[src/rtl/spwm_pkg.sv]
package spwm_pkg;

    typedef enum logic {DIR_UP = 1'b0, DIR_DOWN = 1'b1} dir_e;

    // Signed Q1.15 sine of phase 2*pi*p/steps from a rational
    // half-wave approximation: 16u(1-u)/(5-4u(1-u)), u = phase/pi.
    function automatic int sine_q15(input int p, input int steps);
        longint h;
        longint q;
        longint a;
        longint v;
        bit     neg;
        h   = longint'(steps / 2);
        neg = (longint'(p) >= h);
        q   = neg ? longint'(p) - h : longint'(p);
        a   = q * (h - q);
        v   = (64'sd16 * 64'sd32768 * a) / (64'sd5 * h * h - 64'sd4 * a);
        return neg ? -int'(v) : int'(v);
    endfunction

endpackage

[src/rtl/spwm_carrier.sv]
module spwm_carrier #(
    parameter int HALF  = 64,
    parameter int STEPS = 16,
    parameter int CNT_W = $clog2(HALF + 1),
    parameter int IDX_W = $clog2(STEPS)
) (
    input  logic             clk,
    input  logic             rst,
    output logic [CNT_W-1:0] cnt_o,
    output logic             last_o,
    output logic             trig_o,
    output logic [IDX_W-1:0] idx_o
);
    import spwm_pkg::*;

    typedef struct packed {
        logic [CNT_W-1:0] cnt;
        dir_e             dir;
        logic             trig;
        logic [IDX_W-1:0] idx;
    } car_t;

    car_t car_d, car_q;
    logic last;

    always_comb begin
        car_d      = car_q;
        car_d.trig = 1'b0;
        last       = (car_q.dir == DIR_DOWN) && (car_q.cnt == '0);
        if (car_q.dir == DIR_UP) begin
            if (car_q.cnt == CNT_W'(HALF - 1)) begin
                car_d.dir = DIR_DOWN;
            end else begin
                car_d.cnt = car_q.cnt + 1'b1;
            end
        end else if (last) begin
            car_d.dir  = DIR_UP;
            car_d.trig = 1'b1;
            car_d.idx  = (car_q.idx == IDX_W'(STEPS - 1)) ? '0 : car_q.idx + 1'b1;
        end else begin
            car_d.cnt = car_q.cnt - 1'b1;
        end
    end

    always_ff @(posedge clk) begin
        if (rst) begin
            car_q <= '{cnt: '0, dir: DIR_UP, trig: 1'b0, idx: '0};
        end else begin
            car_q <= car_d;
        end
    end

    assign cnt_o  = car_q.cnt;
    assign last_o = last;
    assign trig_o = car_q.trig;
    assign idx_o  = car_q.idx;

endmodule

[src/rtl/spwm_duty.sv]
module spwm_duty #(
    parameter int HALF   = 64,
    parameter int STEPS  = 16,
    parameter int MOD_W  = 16,
    parameter int CORR_W = 8,
    parameter int CNT_W  = $clog2(HALF + 1),
    parameter int IDX_W  = $clog2(STEPS)
) (
    input  logic                     clk,
    input  logic                     rst,
    input  logic                     load_i,
    input  logic [IDX_W-1:0]         idx_i,
    input  logic [MOD_W-1:0]         mod_i,
    input  logic signed [CORR_W-1:0] corr_i,
    output logic [CNT_W-1:0]         duty_a_o,
    output logic [CNT_W-1:0]         duty_b_o
);
    import spwm_pkg::*;

    typedef struct packed {
        logic [CNT_W-1:0] a;
        logic [CNT_W-1:0] b;
    } duty_t;

    duty_t duty_d, duty_q;

    logic signed [17:0] lut [STEPS];

    for (genvar g = 0; g < STEPS; g++) begin : g_lut
        localparam int SV = sine_q15(g, STEPS);
        assign lut[g] = 18'(SV);
    end

    function automatic logic [CNT_W-1:0] clamp(input longint v);
        if (v < 0) return '0;
        if (v > longint'(HALF)) return CNT_W'(HALF);
        return CNT_W'(v);
    endfunction

    longint prod;
    longint term_a;
    longint term_b;

    always_comb begin
        duty_d = duty_q;
        prod   = longint'(mod_i) * longint'(lut[idx_i]) * longint'(HALF);
        term_a = prod >>> 31;
        term_b = (-prod) >>> 31;
        if (load_i) begin
            duty_d.a = clamp(longint'(HALF / 2) + term_a + longint'(corr_i));
            duty_d.b = clamp(longint'(HALF / 2) + term_b - longint'(corr_i));
        end
    end

    always_ff @(posedge clk) begin
        if (rst) begin
            duty_q <= '{a: CNT_W'(HALF / 2), b: CNT_W'(HALF / 2)};
        end else begin
            duty_q <= duty_d;
        end
    end

    assign duty_a_o = duty_q.a;
    assign duty_b_o = duty_q.b;

endmodule

[src/rtl/spwm_gate.sv]
module spwm_gate #(
    parameter int HALF  = 64,
    parameter int DT_W  = 6,
    parameter int CNT_W = $clog2(HALF + 1)
) (
    input  logic             clk,
    input  logic             rst,
    input  logic [CNT_W-1:0] cnt_i,
    input  logic [CNT_W-1:0] duty_i,
    input  logic [DT_W-1:0]  dead_i,
    output logic             hi_o,
    output logic             lo_o
);
    typedef struct packed {
        logic            raw;
        logic [DT_W-1:0] dead;
        logic            hi;
        logic            lo;
    } gate_t;

    gate_t gate_d, gate_q;
    logic  raw;

    always_comb begin
        // high while cnt >= HALF - duty: pulse centred on the carrier peak
        raw        = ((CNT_W+1)'(cnt_i) + (CNT_W+1)'(duty_i)) >= (CNT_W+1)'(HALF);
        gate_d     = gate_q;
        gate_d.raw = raw;
        if (raw != gate_q.raw) begin
            if (dead_i == '0) begin
                gate_d.hi   = raw;
                gate_d.lo   = !raw;
                gate_d.dead = '0;
            end else begin
                gate_d.hi   = 1'b0;
                gate_d.lo   = 1'b0;
                gate_d.dead = dead_i - 1'b1;
            end
        end else if (gate_q.dead != '0) begin
            gate_d.hi   = 1'b0;
            gate_d.lo   = 1'b0;
            gate_d.dead = gate_q.dead - 1'b1;
        end else begin
            gate_d.hi = raw;
            gate_d.lo = !raw;
        end
    end

    always_ff @(posedge clk) begin
        if (rst) begin
            gate_q <= '{raw: 1'b0, dead: '0, hi: 1'b0, lo: 1'b0};
        end else begin
            gate_q <= gate_d;
        end
    end

    assign hi_o = gate_q.hi;
    assign lo_o = gate_q.lo;

endmodule

[src/rtl/spwm_bridge.sv]
module spwm_bridge #(
    parameter int HALF   = 64,
    parameter int STEPS  = 16,
    parameter int MOD_W  = 16,
    parameter int CORR_W = 8,
    parameter int DT_W   = 6
) (
    input  logic                     clk,
    input  logic                     rst,
    input  logic [MOD_W-1:0]         mod_i,
    input  logic signed [CORR_W-1:0] corr_i,
    input  logic [DT_W-1:0]          dead_i,
    output logic                     trig_o,
    output logic                     hi_a_o,
    output logic                     lo_a_o,
    output logic                     hi_b_o,
    output logic                     lo_b_o
);
    localparam int CNT_W = $clog2(HALF + 1);
    localparam int IDX_W = $clog2(STEPS);
    localparam int LEGS  = 2;

    logic [CNT_W-1:0] cnt;
    logic             last;
    logic [IDX_W-1:0] idx;
    logic [CNT_W-1:0] duty_a;
    logic [CNT_W-1:0] duty_b;
    logic [LEGS-1:0][CNT_W-1:0] duty_pk;
    logic [LEGS-1:0] hi;
    logic [LEGS-1:0] lo;

    spwm_carrier #(.HALF(HALF), .STEPS(STEPS), .CNT_W(CNT_W), .IDX_W(IDX_W)) u_car (
        .clk    (clk),
        .rst    (rst),
        .cnt_o  (cnt),
        .last_o (last),
        .trig_o (trig_o),
        .idx_o  (idx)
    );

    spwm_duty #(.HALF(HALF), .STEPS(STEPS), .MOD_W(MOD_W), .CORR_W(CORR_W),
                .CNT_W(CNT_W), .IDX_W(IDX_W)) u_duty (
        .clk      (clk),
        .rst      (rst),
        .load_i   (last),
        .idx_i    (idx),
        .mod_i    (mod_i),
        .corr_i   (corr_i),
        .duty_a_o (duty_a),
        .duty_b_o (duty_b)
    );

    assign duty_pk = {duty_b, duty_a};

    for (genvar g = 0; g < LEGS; g++) begin : g_leg
        spwm_gate #(.HALF(HALF), .DT_W(DT_W), .CNT_W(CNT_W)) u_gate (
            .clk    (clk),
            .rst    (rst),
            .cnt_i  (cnt),
            .duty_i (duty_pk[g]),
            .dead_i (dead_i),
            .hi_o   (hi[g]),
            .lo_o   (lo[g])
        );
    end

    assign hi_a_o = hi[0];
    assign lo_a_o = lo[0];
    assign hi_b_o = hi[1];
    assign lo_b_o = lo[1];

endmodule

[config.mk]
export PLATFORM = sky130hd
export DESIGN_NAME = spwm_bridge
export DESIGN_NICKNAME = d
export VERILOG_FILES = /design/src/rtl/spwm_pkg.sv /design/src/rtl/spwm_carrier.sv /design/src/rtl/spwm_duty.sv /design/src/rtl/spwm_gate.sv /design/src/rtl/spwm_bridge.sv
export SDC_FILE = /design/constraint.sdc
export NUM_CORES = 1
export LEC_CHECK = 0
export ABC_AREA = 0
export CAP_MARGIN = 20
export CORE_UTILIZATION = 55
export DETAILED_ROUTE_END_ITERATION = 8
export PLACE_DENSITY = 0.72
export SYNTH_ARGS = -nofsm -noshare
export SYNTH_HDL_FRONTEND = slang
export SYNTH_SLANG_ARGS = --single-unit
[constraint.sdc]
create_clock -name clk -period 34.4 [get_ports clk]
set_clock_uncertainty 0.1 [all_clocks]
set_input_delay 3.44 -clock clk [delete_from_list [all_inputs] [get_ports clk]]
set_output_delay 3.44 -clock clk [all_outputs]
set_load 0.005 [all_outputs]
==> results.md <==
* Nets at around 2500
* Max VDD drop at ~24 uV
* # IOs at 37
* GRT Resource Usage Total at 0.2619
* Top fanout value on the critical path at 25
* Final core occ at 0.5937
* Pwr Density at ~11 mW/mm2
* First-pass GRT wire length at 66.01 mm
* DIE AREA at roughly 0.031 mm2
* # setup viols final at 0
* Post-synth EDFFs at 0
* Async SR Flop Fraction at 0
* Primary FF master, synth: dfxtp_1
* Vias at 13361
* Clk sinks at 45
* Min-Delay Path Class: reg2reg
* Core region area at ~0.030 mm2
* Initial antenna violation count at 0
* Via density per instance at between 5 and 6
* FMAX at ~67 MHz
* Deepest clock path buffer count at 2
* Synthesized cell area at about 0.017 mm2
* Antenna Nets Post-Route at 0
* Critical Path RT at roughly 34 ns
* CP endpoint kind: register
* Yosys top cell by area: fa_1
* Iter 0 DRT Violations at 723
* First-pass iteration count of the detailed router at 5
* Worst path max stage delay at around 0.86 ns
* Yosys top cell area share at 0.3415
* Yosys reg bits at 45
* Synth cell count leaders: inv_1 (404), fa_1 (288), ha_1 (201), nand2_1 (188), and2_1 (148)
* Htree depth at 2
* Clock Tree Root: clkbuf_16
* Most numerous cell in the Yosys netlist: inv_1
* DP Wirelength at between 30 and 40 mm
* TritonCTS clock tree: yes
* Largest net degree at the start of global routing at 31
* P_leak at 9.262 nW
* Die height at between 150 and 200 um
* Vias in the first global route at between 10000 and 15000
* Ant diodes at 0
* Final Max Tran Viols at 0
* Post-route clock period utilization at 0.4335
* Maximum capacitance violations at 0
* DRC at 0
* Hold Vio Cnt, Final at 0
* Area Overhead vs Synth at 5.321%
* Routed wire per std cell at roughly 17 um
* Post-CTS Setup Bufs at 0
* Share of layout cells above drive strength 1 at 0.02484
* Std cell rows at 63
* Max-slew headroom at 0.3473
* Routability cong. at around 0.91
* Hold_buf cts at 0
* Worst-Skew Late Latency at ~0.29 ns
* CP Class: in2reg
* # resized after CTS at 0
* Syn avg cell area at around 8.5 um2
* Starting Density at 0.5637
* CTS clk-pin slew, worst paths at around 0.07 ns
* Area contributors post-synth: fa_1 (34%), ha_1 (15%), inv_1 (9.0%)
* GR Overflow Total at 0
* PortBufs at 36
* Status: complete, no violations
* Total CTS buffers at 5
* Tmin final at 14.91 ns
* Unrepaired setup endpoints after global routing: no
* Critical-path top delay cell: clkdlybuf4s50_1
* Synth cell types at 82
* Synthesized instance count at 1983
* Crit path DAT at about 15 ns
* Post-Syn Nets at ~2500
* Worst slew pin tran at 0.9701 ns
* Startpoint types: input port
* Sequential area share after synthesis at 0.05336
* Synthesis Warnings at 0
* Final WL at 39.27 mm
* Setup TNS at 0 ns
* Die Wd at about 180 um
power breakdown:
group | internal (mW) | switching [mW] | leakage [nW] | total (mW)
clock | 0.0415 | 0.0210 | 0.0938 | 0.0625
sequential | 0.0588 | 0.00476 | 0.366 | 0.0635
combinational | 0.0323 | 0.0422 | 8.80 | 0.0746
cells by family after synthesis:
logic type | Yosys count | share of synthesized area
adder cells (fa/ha/maj) | 489 | 0.4904
multiplexers | 21 | 0.01275
AND/OR/NAND/NOR | 573 | 0.1759
XOR/XNOR | 73 | 0.03787
flip-flops | 45 | 0.05336
buffers and inverters | 470 | 0.1055
AO/OA/AOI/OAI | 312 | 0.1242
sequential cells by signal, indices dropped and copies added, names as in the netlist:
signal / count
g_leg.u_gate.gate_q: 14
g_leg.u_gate.hi_o: 2
g_leg.u_gate.lo_o: 2
u_car.car_q: 1
u_car.cnt_o: 7
u_car.idx_o: 4
u_car.trig_o: 1
u_duty.duty_a_o: 7
u_duty.duty_b_o: 7
worst max-delay path, delay by kind of cell:
family	cells	cell delay, ns
adders and majority gates	9	4.02
xor gates and xnor gates	1	0.15
and+or+nand+nor	10	3.33
buffers and inverters	7	1.29
AOI/OAI and AO/OA	9	2.72
cells in the final DEF (no fill, tap or decap), types with 11 or more instances in the layout:
cell type / netlist / layout
inv_1: 404 / 404
fa_1: 288 / 288
ha_1: 201 / 201
nand2_1: 188 / 188
and2_1: 148 / 148
a21oi_1: 95 / 93
nor2_1: 75 / 75
xnor2_1: 46 / 46
dfxtp_1: 45 / 45
o21ai_0: 43 / 43
clkdlybuf4s50_1: 0 / 36
a21o_1: 29 / 29
xor2_1: 27 / 27
nand4_1: 22 / 22
nand3_1: 21 / 21
nor3_1: 21 / 21
nor2b_1: 19 / 19
a211oi_1: 16 / 16
o31ai_1: 16 / 16
mux2i_1: 17 / 16
o21a_1: 14 / 14
a31oi_1: 12 / 12
or3_1: 11 / 11
final cells by class:
class / instances / area (um2)
inverter: 404 / 1516
clock buffer: 5 / 125.1
sequential: 45 / 900.9
timing repair buffer: 48 / 474.2
multi-input combinational: 1468 / 14210
tap: 390 / 488.0
clock inverter: 3 / 65.06
fill: 2746 / 12170
final timing paths:
kind / endpoint / start / slack (ns) / depth (start not counted)
setup / recovery: u_duty.duty_b_o[6] / mod_i[9] / 19.49 / 36
hold / removal: u_duty.duty_b_o[0] / u_duty.duty_b_o[0] / 0.37 / 2
setup reg to reg: u_duty.duty_b_o[6] / u_car.idx_o[1] / 21.40 / 37
hold reg to reg: u_duty.duty_b_o[0] / u_duty.duty_b_o[0] / 0.37 / 2
layer usage:
layer  global-route usage  routed length [um]  vias up
met2               0.4740               19840      316
met3              0.01267                1319       65
met5                    0                   0        -
met4              0.06861                1068        0
li1                     -                   -     6372
met1               0.3396               17030     6608
stage by stage:
step	setup slack, ns	std cells	power (mW)	hold WS, ns	cell area [um2]
final	19.49	2363	0.2006	0.3695	17780
after detailed placement	19.27	2353	0.1379	0.3578	17550
after global placement	19.47	2353	0.1356	0.3511	17550
after global routing	18.75	2363	0.2141	0.3965	17780
after floorplan	21.22	1983	0.1190	0.3292	16880
after CTS	19.56	2361	0.2002	0.3714	17740
Power figures use the tool's default switching activity.
